## config.mk

```make
export PLATFORM = sky130hd
export DESIGN_NAME = digit_seq_ctrl
export DESIGN_NICKNAME = d
export VERILOG_FILES = /design/src/rtl/dsc_pkg.sv /design/src/rtl/dsc_mod_unit.sv /design/src/rtl/dsc_latch.sv /design/src/rtl/dsc_flags.sv /design/src/rtl/dsc_fsm.sv /design/src/rtl/digit_seq_ctrl.sv
export SDC_FILE = /design/constraint.sdc
export NUM_CORES = 1
export LEC_CHECK = 0
export ABC_AREA = 1
export ABC_CLOCK_PERIOD_IN_PS = 2250
export BUFFER_PORTS_ARGS = -buffer_cell sky130_fd_sc_hd__buf_2
export CAP_MARGIN = 30
export CORE_MARGIN = 8
export CORE_UTILIZATION = 48
export CTS_CLUSTER_DIAMETER = 80
export CTS_CLUSTER_SIZE = 20
export DETAILED_ROUTE_END_ITERATION = 10
export GPL_TIMING_DRIVEN = 1
export PLACE_DENSITY = 0.84
export SLEW_MARGIN = 20
export SYNTH_ARGS = -nofsm -noshare
export SYNTH_HDL_FRONTEND = slang
export SYNTH_SLANG_ARGS = --single-unit
```

## constraint.sdc

```tcl
create_clock -name clk -period 2.25 [get_ports clk]
set_clock_uncertainty 0.1 [all_clocks]
set_input_delay 0.3375 -clock clk [delete_from_list [all_inputs] [get_ports clk]]
set_output_delay 0.3375 -clock clk [all_outputs]
set_load 0.02 [all_outputs]
```

## src/rtl/dsc_pkg.sv

```systemverilog
package dsc_pkg;
  localparam int UOP_W = 2;

  typedef enum logic [UOP_W-1:0] {
    UOP_PASS = 2'd0,
    UOP_SHL  = 2'd1,
    UOP_MADD = 2'd2,
    UOP_XFER = 2'd3
  } uop_e;

  typedef enum logic [1:0] {
    ST_IDLE = 2'd0,
    ST_FWD  = 2'd1,
    ST_WAIT = 2'd2,
    ST_GO   = 2'd3
  } st_e;
endpackage

```

## src/rtl/dsc_mod_unit.sv

```systemverilog
module dsc_mod_unit
  import dsc_pkg::*;
#(
  parameter int DW = 4
) (
  input  logic [UOP_W-1:0] op_i,
  input  logic [DW-1:0]    mod_i,
  input  logic [DW-1:0]    dig_a_i,
  input  logic [DW-1:0]    dig_b_i,
  output logic [DW-1:0]    mod_o
);
  // modifier update selected by microinstruction code
  function automatic logic [DW-1:0] next_mod(
    input uop_e op, input logic [DW-1:0] m,
    input logic [DW-1:0] a, input logic [DW-1:0] b);
    logic [DW-1:0] r;
    unique case (op)
      UOP_PASS: r = m;
      UOP_SHL:  r = a;
      UOP_MADD: r = m + b;
      default:  r = b;
    endcase
    return r;
  endfunction

  assign mod_o = next_mod(uop_e'(op_i), mod_i, dig_a_i, dig_b_i);
endmodule

```

## src/rtl/dsc_latch.sv

```systemverilog
module dsc_latch
  import dsc_pkg::*;
#(
  parameter int DW = 4
) (
  input  logic             clk,
  input  logic             rst_n,
  input  logic             load_i,
  input  logic [UOP_W-1:0] op_i,
  input  logic [DW-1:0]    mod_i,
  output logic [UOP_W-1:0] op_o,
  output logic [DW-1:0]    mod_o
);
  always_ff @(posedge clk or negedge rst_n) begin
    if (!rst_n) begin
      op_o  <= '0;
      mod_o <= '0;
    end else if (load_i) begin
      op_o  <= op_i;
      mod_o <= mod_i;
    end
  end
endmodule

```

## src/rtl/dsc_flags.sv

```systemverilog
module dsc_flags (
  input  logic clk,
  input  logic rst_n,
  input  logic last_i,
  input  logic exec_i,
  input  logic rexec_i,
  input  logic lexec_ack_i,
  output logic rexec_ack_o,
  output logic right_ready_o,
  output logic lexec_o
);
  logic rclr_q;
  logic lexec_q;

  assign rexec_ack_o   = rexec_i & ~rclr_q & ~last_i;
  assign right_ready_o = rclr_q | last_i;
  assign lexec_o       = lexec_q;

  // right neighbour has finished the previous microinstruction; true after reset
  always_ff @(posedge clk or negedge rst_n) begin
    if (!rst_n)           rclr_q <= 1'b1;
    else if (exec_i)      rclr_q <= 1'b0;
    else if (rexec_ack_o) rclr_q <= 1'b1;
  end

  always_ff @(posedge clk or negedge rst_n) begin
    if (!rst_n)           lexec_q <= 1'b0;
    else if (exec_i)      lexec_q <= 1'b1;
    else if (lexec_ack_i) lexec_q <= 1'b0;
  end
endmodule

```

## src/rtl/dsc_fsm.sv

```systemverilog
module dsc_fsm
  import dsc_pkg::*;
(
  input  logic clk,
  input  logic rst_n,
  input  logic last_i,
  input  logic lreq_i,
  input  logic rack_i,
  input  logic lgo_i,
  input  logic rgo_ack_i,
  input  logic right_ready_i,
  output logic accept_o,
  output logic exec_o,
  output logic done_o,
  output logic rreq_o,
  output logic rgo_o
);
  st_e state_q, state_d;

  always_comb begin
    state_d  = state_q;
    accept_o = 1'b0;
    exec_o   = 1'b0;
    done_o   = 1'b0;
    unique case (state_q)
      ST_IDLE: if (lreq_i) begin
        accept_o = 1'b1;
        state_d  = ST_FWD;
      end
      ST_FWD: if (rack_i || last_i) state_d = ST_WAIT;
      ST_WAIT: if (lgo_i && right_ready_i) begin
        exec_o  = 1'b1;
        state_d = ST_GO;
      end
      default: if (rgo_ack_i || last_i) begin
        done_o  = 1'b1;
        state_d = ST_IDLE;
      end
    endcase
  end

  assign rreq_o = (state_q == ST_FWD) && !last_i;
  assign rgo_o  = (state_q == ST_GO) && !last_i;

  always_ff @(posedge clk or negedge rst_n) begin
    if (!rst_n) state_q <= ST_IDLE;
    else        state_q <= state_d;
  end
endmodule

```

## src/rtl/digit_seq_ctrl.sv

```systemverilog
module digit_seq_ctrl
  import dsc_pkg::*;
#(
  parameter int DW = 4
) (
  input  logic             clk,
  input  logic             rst_n,
  input  logic             last_i,
  input  logic [DW-1:0]    dig_a_i,
  input  logic [DW-1:0]    dig_b_i,
  input  logic             lreq_i,
  input  logic [UOP_W-1:0] lop_i,
  input  logic [DW-1:0]    lmod_i,
  output logic             lack_o,
  input  logic             lgo_i,
  output logic             lgo_ack_o,
  output logic             lexec_o,
  input  logic             lexec_ack_i,
  output logic             rreq_o,
  output logic [UOP_W-1:0] rop_o,
  output logic [DW-1:0]    rmod_o,
  input  logic             rack_i,
  input  logic             rexec_i,
  output logic             rexec_ack_o,
  output logic             rgo_o,
  input  logic             rgo_ack_i,
  output logic             exec_o,
  output logic [UOP_W-1:0] exec_op_o,
  output logic             done_o
);
  // internal events named for the checker
  logic          accept_w;
  logic          exec_w;
  logic          right_ready_w;
  logic [DW-1:0] new_mod_w;
  logic [UOP_W-1:0] op_q;

  dsc_mod_unit #(.DW(DW)) u_mod (
    .op_i(lop_i), .mod_i(lmod_i), .dig_a_i(dig_a_i), .dig_b_i(dig_b_i),
    .mod_o(new_mod_w)
  );

  dsc_latch #(.DW(DW)) u_latch (
    .clk(clk), .rst_n(rst_n), .load_i(accept_w), .op_i(lop_i),
    .mod_i(new_mod_w), .op_o(op_q), .mod_o(rmod_o)
  );

  dsc_flags u_flags (
    .clk(clk), .rst_n(rst_n), .last_i(last_i), .exec_i(exec_w),
    .rexec_i(rexec_i), .lexec_ack_i(lexec_ack_i), .rexec_ack_o(rexec_ack_o),
    .right_ready_o(right_ready_w), .lexec_o(lexec_o)
  );

  dsc_fsm u_fsm (
    .clk(clk), .rst_n(rst_n), .last_i(last_i), .lreq_i(lreq_i),
    .rack_i(rack_i), .lgo_i(lgo_i), .rgo_ack_i(rgo_ack_i),
    .right_ready_i(right_ready_w), .accept_o(accept_w), .exec_o(exec_w),
    .done_o(done_o), .rreq_o(rreq_o), .rgo_o(rgo_o)
  );

  assign lack_o    = accept_w;
  assign exec_o    = exec_w;
  assign lgo_ack_o = exec_w;
  assign rop_o     = op_q;
  assign exec_op_o = op_q;
endmodule

```

# Word level (Yosys, flattened, before mapping)
# Cells that the tools add are included.
[word_totals]
word_cells = 48
reg_bits = 10
out_inout_bits = 16
in_bits = 23
[op_classes]
n_eq_ne = 8
addsub = 1
bitwise = 5
muxes = 16
reduce_logical = 13
[ops]
columns = ["cell", "count"]
rows = [
  ["case mux 4 bit (3 select lines)", 1],
  ["two-way mux 1 bit", 10],
  ["two-way mux 2 bit", 4],
  ["equality test 2 bit (second input constant)", 3],
  ["case mux 2 bit (3 select lines)", 1],
  ["adder 4 bit", 1],
  ["equality test 2 x 1 -> 1 bit (second input constant)", 2],
  ["logical NOT 2 bit", 2],
  ["inequality test 2 x 1 -> 1 bit (second input constant)", 2],
  ["AND reduction 4 bit", 1],
  ["nonzero test 2 bit", 2],
  ["nonzero test 4 bit", 1],
  ["logical AND 1 bit", 3],
  ["OR reduction 3 bit", 1],
  ["AND 1 bit", 2],
  ["logical OR 1 bit", 2],
  ["inequality test 2 bit (second input constant)", 1],
  ["NOT 1 bit", 2],
  ["logical NOT 1 bit", 1],
  ["OR 1 bit", 1],
]

# Depth between registers and ports, before layout
# Gate-level depths: netlist of the first run.
[logic_depth]
word_depth = 5
ltp_mapped = 9
depth_no_buf = 9

# Modules after synthesis
# From an unflattened synthesis of the first run, not the netlist that was laid out.
[unflattened]
cells_unflattened = 125
area_unflattened_um2 = 850.8
[modules_own_cells]
columns = ["mod", "area_each_um2", "instances", "seq_area_each_um2", "cells_per_inst"]
rows = [
  ["dsc_fsm", 271.5, 1, 50.0, 40],
  ["dsc_mod_unit", 241.5, 1, 0.0, 47],
  ["dsc_latch", 221.5, 1, 150.1, 25],
  ["dsc_flags", 93.8, 1, 51.3, 10],
  ["digit_seq_ctrl", 22.5, 1, 0.0, 3],
]

# Least setup slack after synthesis of the first run
# Ideal clock, no wire load.
[synth_path]
path_kind = "register -> output"
from = "register u_fsm.state_q[0]"
to = "output port lack_o"
path_buffers = 1
required_ns = 1.812
path_stages_with_launch = 6
t_arrival_ns = 1.150
path_slack_ns = 0.662
path_cell_list = "dfrtp_1 -> inv_1 -> ha_1 -> nand2_1 -> clkbuf_1 -> inv_1"
[synth_between]
elab_chain_len = 2
[synth_rtl]
columns = ["element", "line", "rtl"]
rows = [
  ["start, declared", "dsc_fsm.sv:18", "st_e state_q, state_d;"],
  ["start signal, assigned", "dsc_fsm.sv:47", "else state_q <= state_d;"],
  ["logical NOT 2 bit", "dsc_fsm.sv:25", "unique case (state_q)"],
  ["two-way mux 1 bit", "dsc_fsm.sv:25", ""],
  ["end, declared", "digit_seq_ctrl.sv:14", "output logic lack_o,"],
]
# Every way passes these cells.

# Worst setup path after layout of the first run
[layout_path]
from = "register u_fsm.state_q[0]"
to = "output port exec_o"
[layout_between]
elab_chain_len = 2
[layout_rtl]
columns = ["element", "line", "rtl"]
rows = [
  ["equality test 2 bit", "dsc_fsm.sv:25", ""],
  ["two-way mux 1 bit", "dsc_fsm.sv:25", ""],
  ["end, declared", "digit_seq_ctrl.sv:27", "output logic exec_o,"],
]
# Every way passes these cells.

==> results of run 1 <==
==> worst max path at each step <==
| stage | cells past startpoint | endpoint | slack, ps | from |
|---|---|---|---|---|
| after floorplan | 5 | lack_o | 660 | u_fsm.state_q[0] |
| after global placement | 7 | u_latch.mod_o[2] | 600 | dig_b_i[0] |
| after detailed placement | 7 | u_latch.mod_o[1] | 570 | dig_b_i[0] |
| after CTS | 5 | exec_o | 480 | u_fsm.state_q[0] |
| after global routing | 5 | exec_o | 360 | u_fsm.state_q[0] |
| final | 5 | exec_o | 500 | u_fsm.state_q[0] |
==> sequential cells by signal, indices dropped and copies added (netlist names) <==
register,count
u_latch.op_o,2
u_flags.lexec_o,1
u_flags.rclr_q,1
u_fsm.state_q,2
u_latch.mod_o,4
==> layer usage <==
| metal | part of all wire, % | track usage [%] |
|---|---|---|
| met5 | 0 | 0 |
| met4 | 2.0 | 6.19 |
| met2 | 45 | 20.8 |
| met3 | 9.0 | 3.88 |
| met1 | 44 | 14.0 |
==> synthesized netlist by cell type, types with 2 or more instances <==
master	n
nand2_1	29
inv_1	16
a21oi_1	5
nor2_1	12
ha_1	7
o21ai_1	2
nand3_1	12
o21ai_0	6
buf_4	3
nand4_1	2
dfrtp_1	9
==> kinds of logic after synthesis <==
| family | after synthesis |
|---|---|
| XOR/XNOR | 1 |
| adder cells (fa/ha/maj) | 8 |
| flip-flops | 10 |
| AO/OA/AOI/OAI | 13 |
| AND/OR/NAND/NOR | 59 |
| buffers and inverters | 21 |
==> repair_timing <==
action | 4_1_cts | 5_1_grt
endpoints found under the setup margin | 0 | 0
hold buffers | 1 | 0
endpoints found under the hold margin | 9 | 0
==> cell type report <==
cell class	count	area (sq um)
clock buffer	4	36.3
tap	16	20.0
inverter	17	63.8
multi-input combinational	81	432
sequential	10	251
fill	149	495
timing repair buffer	40	208
==> per-stage QoR <==
stage,cells,hold slack [ps],area [sq um],util [%]
after global routing,168,182,1010,67.1
after detailed placement,163,102,965,64.0
after CTS,168,182,1010,67.1
after floorplan,112,-58.1,773,-
final,168,177,1010,67.1
after global placement,163,100,965,64.0
==> power by group through the flow <==
stage | combinational [mW] | sequential [mW] | clock, mW
floorplan | 0.357 | 0.395 | 0
global placement | 0.584 | 0.326 | 0
detailed placement | 0.597 | 0.332 | 0
CTS | 0.602 | 0.329 | 0.159
global route | 0.672 | 0.340 | 0.174
finish | 0.591 | 0.326 | 0.156
==> impl_metrics.csv, run 1 <==
group,metric,value,unit
power,power_leakage,0.623,nW
worst_setup_path,critPathTopFamily,"flip-flops",
clock_network,insertion_delay,260,ps
worst_setup_path,critPathLaunchType,"register",
finish,drive_gt1_share,30.9,%
logic_synthesis,avgSynthCellArea,6.90,sq um
logic_synthesis,ys_ff_latch,10,
worst_setup_path,cp.buffers_inverters,3,
routing,drt_iter0_markers,17,
power,p_sw_share,45.4,%
worst_setup_path,end_kind,"primary output",
clock_network,clk_pin_slew,70,ps
worst_setup_path,r2r_cells,8,
sta,slew_headroom,84.6,%
sta,rsz0062_at_grt,"no",
logic_synthesis,seq_area_frac_synth,32.5,%
worst_setup_path,cp.arrival,1310,ps
sta,min_period,1750,ps
power,power,1.07,mW
power,ir_drop,496,uV
worst_setup_path,cp_cell_sequence,"inv_1, ha_1, nand3_1, inv_1, buf_2",
logic_synthesis,synth_top_family_by_area,"simple AND/OR/NAND/NOR gates",
finish,layout_commonest_cell,"buf_2",
sta,finalHoldViolations,0,
clock_network,root_buffer,"clkbuf_4",
routing,num_vias,844,
routing,wire_per_inst,11.4,um
power,p_int,0.585,mW
routing,wl,1920,um
floorplan,rows,14,
global_routing,first_global_vias,860,
floorplan,coreArea,0.00151,sq mm
global_routing,grt_max_degree,13,
logic_synthesis,synth_top_area_share,29.1,%
logic_synthesis,synth_compound_area_share,8.41,%
clock_network,cts_setup_buffers,0,
logic_synthesis,netlist_area,773,sq um
logic_synthesis,ys_warn_count,0,
logic_synthesis,post_synth_mux_area_share,0,%
clock_network,ctsResizeCount,0,
placed_design,hpwlAfterDp,1690,um
logic_synthesis,synth.top_cells.by_area,"dfrtp_1 (29%), nand2_1 (14%), ha_1 (11%), nand3_1 (7.8%), inv_1 (7.8%)",
floorplan,dieWidth,56.1,um
power,p_seq_share,30.4,%
global_routing,antenna_found_initial,0,
logic_synthesis,syn-num-nets,143,
worst_setup_path,crit_path_max_incr_delay,410,ps
worst_hold_path,holdPathStages,2,
run,drv_cap,0,
finish,nets,184,
sta,drv_slew,0,
placed_design,portBuffers,38,
worst_setup_path,r2r_end,"u_fsm.state_q[1]",
routing,drt-pass1-iter-count,4,
sta,setup_violations,0,
sta,worst_slew_pin_slew,230,ps
power,p_sw,0.487,mW
worst_setup_path,crit_slowest_cell,"dfrtp_1",
worst_setup_path,reg2reg_setup_slack,800,ps
worst_setup_path,worstSetupPathType,"register to primary output",
routing,viasPerCell,5.02,
logic_synthesis,synthXorXnorAreaFrac,1.13,%
sta,fin_ws,500,ps
routing,drc,0,
placed_design,place_congestion,0.789,
logic_synthesis,synthArstFlopShare,100,%
sta,finalCritPeriodShare,77.8,%
power,p_per_area,1060,mW/mm^2
logic_synthesis,synthDistinctLibCells,20,
outcome,status,"finished, final reports clean",
worst_setup_path,cp.required,1810,ps
power,combPwrFrac,55.1,%
global_routing,grt_pass1_wl,3440,um
sta,fin_tns_setup,0,ps
clock_network,tritoncts,"yes",
logic_synthesis,synth_cells,112,
sta,fmax,571,MHz
floorplan,ios,39,
logic_synthesis,ys.flop_type,"dfrtp_1",
clock_network,cts_buffer_depth,2,
logic_synthesis,yosysTopAreaCell,"dfrtp_1",
power,clockPowerShare,14.5,%
global_routing,grt.total_usage,12.5,%
clock_network,numCtsBuffers,3,
routing,ant_nets,0,
logic_synthesis,yosys.area_share.simple,32.4,%
floorplan,die_y,56.1,um
worst_hold_path,min_from,"lexec_ack_i",
floorplan,initial_utilization,51.3,%
global_routing,grt-ovfl-total,0,
finish,syn_to_final_growth,30.7,%
logic_synthesis,synth-adder-area-share,13.9,%
logic_synthesis,synth_edf_count,0,
finish,n_antenna_cell,0,
floorplan,die_area,0.00315,sq mm
worst_setup_path,r2r_start,"u_fsm.state_q[1]",
worst_setup_path,crit_top_cell,"inv_1",
placed_design,pre_cts_slack,568,ps
worst_hold_path,hold_end,"u_flags.lexec_o",
clock_network,clock-sinks,10,
finish,layout_common_cells,"buf_2 (38), nand2_1 (29), inv_1 (16), nor2_1 (12), nand3_1 (12)",
clock_network,h-tree-depth,1,
worst_hold_path,hp-class,"primary input to register",
worst_setup_path,path_max_fanout,4,
Power figures use the tool's default switching activity.
==> inputs of run 2 (changes only) <==
--- a/config.mk
+++ b/config.mk
@@ -6,16 +6,17 @@
 export NUM_CORES = 1
 export LEC_CHECK = 0
 export ABC_AREA = 1
-export ABC_CLOCK_PERIOD_IN_PS = 2250
+export ABC_CLOCK_PERIOD_IN_PS = 1650
 export BUFFER_PORTS_ARGS = -buffer_cell sky130_fd_sc_hd__buf_2
 export CAP_MARGIN = 30
+export CORE_ASPECT_RATIO = 0.8
 export CORE_MARGIN = 8
-export CORE_UTILIZATION = 48
+export CORE_UTILIZATION = 44
 export CTS_CLUSTER_DIAMETER = 80
 export CTS_CLUSTER_SIZE = 20
 export DETAILED_ROUTE_END_ITERATION = 10
 export GPL_TIMING_DRIVEN = 1
-export PLACE_DENSITY = 0.84
+export PLACE_DENSITY = 0.78
 export SLEW_MARGIN = 20
 export SYNTH_ARGS = -nofsm -noshare
 export SYNTH_HDL_FRONTEND = slang
==> constraint.sdc (replaced) <==
create_clock -name clk -period 1.65 [get_ports clk]
set_clock_uncertainty 0.1 [all_clocks]
set_input_delay 0.2475 -clock clk [delete_from_list [all_inputs] [get_ports clk]]
set_output_delay 0.2475 -clock clk [all_outputs]
set_load 0.02 [all_outputs]
==> run 2 against run 1 <==
Effect of this change:
- via count grew 4.1%
- setup slack lost 480 ps
- sequential share of layout area shrank 2.5 points
- global-route usage grew 1.4 points
- critical path depth is the same
- critical endpoint is now rgo_o
- cell area grew 11%
==> impl_metrics.csv, run 2 (synthesized netlist as in run 1, its figures left out) <==
group,metric,value,unit
finish,layout_common_cells,"buf_2 (32), nand2_1 (28), inv_1 (11), nand3_1 (11), nor2_1 (10)",
floorplan,dieWidth,62.9,um
routing,viasPerCell,4.94,
power,p_per_area,1540,mW/mm^2
worst_setup_path,cp.arrival,1280,ps
global_routing,grt_max_degree,11,
floorplan,ios,39,
sta,setup_violations,0,
placed_design,pre_cts_slack,41.5,ps
clock_network,numCtsBuffers,3,
global_routing,grt-ovfl-total,0,
finish,largest_register,"u_latch.mod_o",
routing,drc,0,
sta,fin_tns_setup,0,ps
clock_network,clock-sinks,10,
global_routing,grt.total_usage,13.9,%
worst_setup_path,r2r_end,"u_fsm.state_q[1]",
worst_hold_path,hp-class,"primary input to register",
worst_setup_path,crit_slowest_cell,"dfrtp_1",
sta,finalCritPeriodShare,98.6,%
worst_setup_path,reg2reg_setup_slack,150,ps
worst_hold_path,holdPathStages,2,
worst_setup_path,cp.buffers_inverters,3,
sta,fin_ws,23.3,ps
finish,syn_to_final_growth,45.1,%
placed_design,hpwlAfterDp,1870,um
sta,rsz0062_at_grt,"yes",
sta,fmax,615,MHz
worst_setup_path,r2r_start,"u_fsm.state_q[0]",
sta,drv_slew,0,
global_routing,antenna_found_initial,0,
worst_setup_path,cp_cell_sequence,"buf_6, ha_2, inv_2, nor2_2, buf_4",
global_routing,first_global_vias,884,
worst_setup_path,crit_path_max_incr_delay,440,ps
worst_setup_path,critPathTopFamily,"flip-flops",
routing,wire_per_inst,14.0,um
floorplan,rows,13,
clock_network,h-tree-depth,1,
clock_network,clk_pin_slew,70,ps
floorplan,die_y,53.5,um
clock_network,insertion_delay,270,ps
sta,finalHoldViolations,0,
global_routing,grt_pass1_wl,3740,um
sta,min_period,1630,ps
placed_design,portBuffers,38,
sta,worst_slew_pin_slew,329,ps
routing,wl,2490,um
worst_hold_path,min_from,"lexec_ack_i",
floorplan,coreArea,0.00164,sq mm
finish,reg.largest.list,"u_latch.mod_o (4), u_fsm.state_q (2), u_latch.op_o (2)",
clock_network,root_buffer,"clkbuf_4",
routing,ant_nets,0,
sta,slew_headroom,77.9,%
finish,n_antenna_cell,0,
worst_setup_path,r2r_cells,8,
worst_setup_path,cp.required,1300,ps
floorplan,die_area,0.00336,sq mm
worst_setup_path,end_kind,"primary output",
worst_hold_path,hold_end,"u_flags.lexec_o",
power,ir_drop,1140,uV
placed_design,place_congestion,0.814,
worst_setup_path,worstSetupPathType,"register to primary output",
finish,nets,188,
power,power_leakage,0.646,nW
outcome,status,"finished, final reports clean",
run,drv_cap,0,
routing,drt_iter0_markers,45,
worst_setup_path,path_max_fanout,4,
routing,num_vias,879,
clock_network,cts_buffer_depth,2,
worst_setup_path,critPathLaunchType,"register",
finish,largest_reg_flops,4,
clock_network,tritoncts,"yes",
finish,drive_gt1_share,41.7,%
routing,drt-pass1-iter-count,4,
floorplan,initial_utilization,47.1,%
finish,layout_commonest_cell,"buf_2",
## run 2: cell count changes in the layout (fill, tap and decap cells not counted), moves of 2 or more
| cell | delta |
|---|---|
| inv_2 | +5 |
| ha_1 | -4 |
| nor2_2 | +2 |
| buf_4 | +8 |
| ha_4 | +2 |
| nor2_1 | -2 |
| buf_2 | -6 |
| inv_1 | -5 |
| buf_6 | +2 |
| ha_2 | +2 |
## run 2: repair_timing
| item | CTS | global route |
|---|---|---|
| buffers inserted | 2 | 2 |
| setup endpoints to repair | 3 | 8 |
| hold endpoints to repair | 10 | 0 |
| hold buffers | 1 | 0 |
| resized for setup | 1 | 24 |
| pin swaps | 0 | 1 |
## run 2: how the worst max path moves through the flow
| stage | startpoint | end | slack, ps | depth (start not counted) |
|---|---|---|---|---|
| after global placement | dig_b_i[0] | u_latch.mod_o[2] | 80 | 7 |
| after floorplan | u_fsm.state_q[0] | lack_o | 150 | 5 |
| after CTS | u_fsm.state_q[1] | lack_o | -10 | 5 |
| final | u_fsm.state_q[1] | rgo_o | 20 | 5 |
| after global routing | u_fsm.state_q[0] | exec_o | -10 | 5 |
| after detailed placement | dig_b_i[0] | u_latch.mod_o[1] | 40 | 7 |
## run 2: area by class of cell
class,count,area [sq um]
multi-input combinational,81,483
inverter,17,63.8
timing repair buffer,44,260
tap,22,27.5
sequential,10,251
clock buffer,4,36.3
fill,133,520
## run 2: where the power goes
part	internal, mW	leakage (nW)	switching (mW)
clock	0.134	0.0210	0.0907
combinational	0.430	0.502	0.625
sequential	0.372	0.123	0.0797
total	0.936	0.646	0.795
## run 2: metal layers
metal	track usage (%)	vias to the layer above	share of wire, %	wire length [um]
met5	0	-	0	0
met4	2.64	0	0.32	8
met3	7.37	2	7.6	189
met2	25.1	25	52	1310
met1	14.4	409	40	987
li1	-	443	-	-
## run 2: stage by stage
stage	hold slack, ps	power [mW]	util, %	instance area [sq um]	std cells
floorplan	-148	1.02	-	773	112
global placement	15.2	1.25	59.2	972	169
detailed placement	19.8	1.28	59.2	972	169
CTS	70.9	1.54	63.1	1040	176
global route	79.1	1.87	68.3	1120	178
finish	72.2	1.73	68.3	1120	178
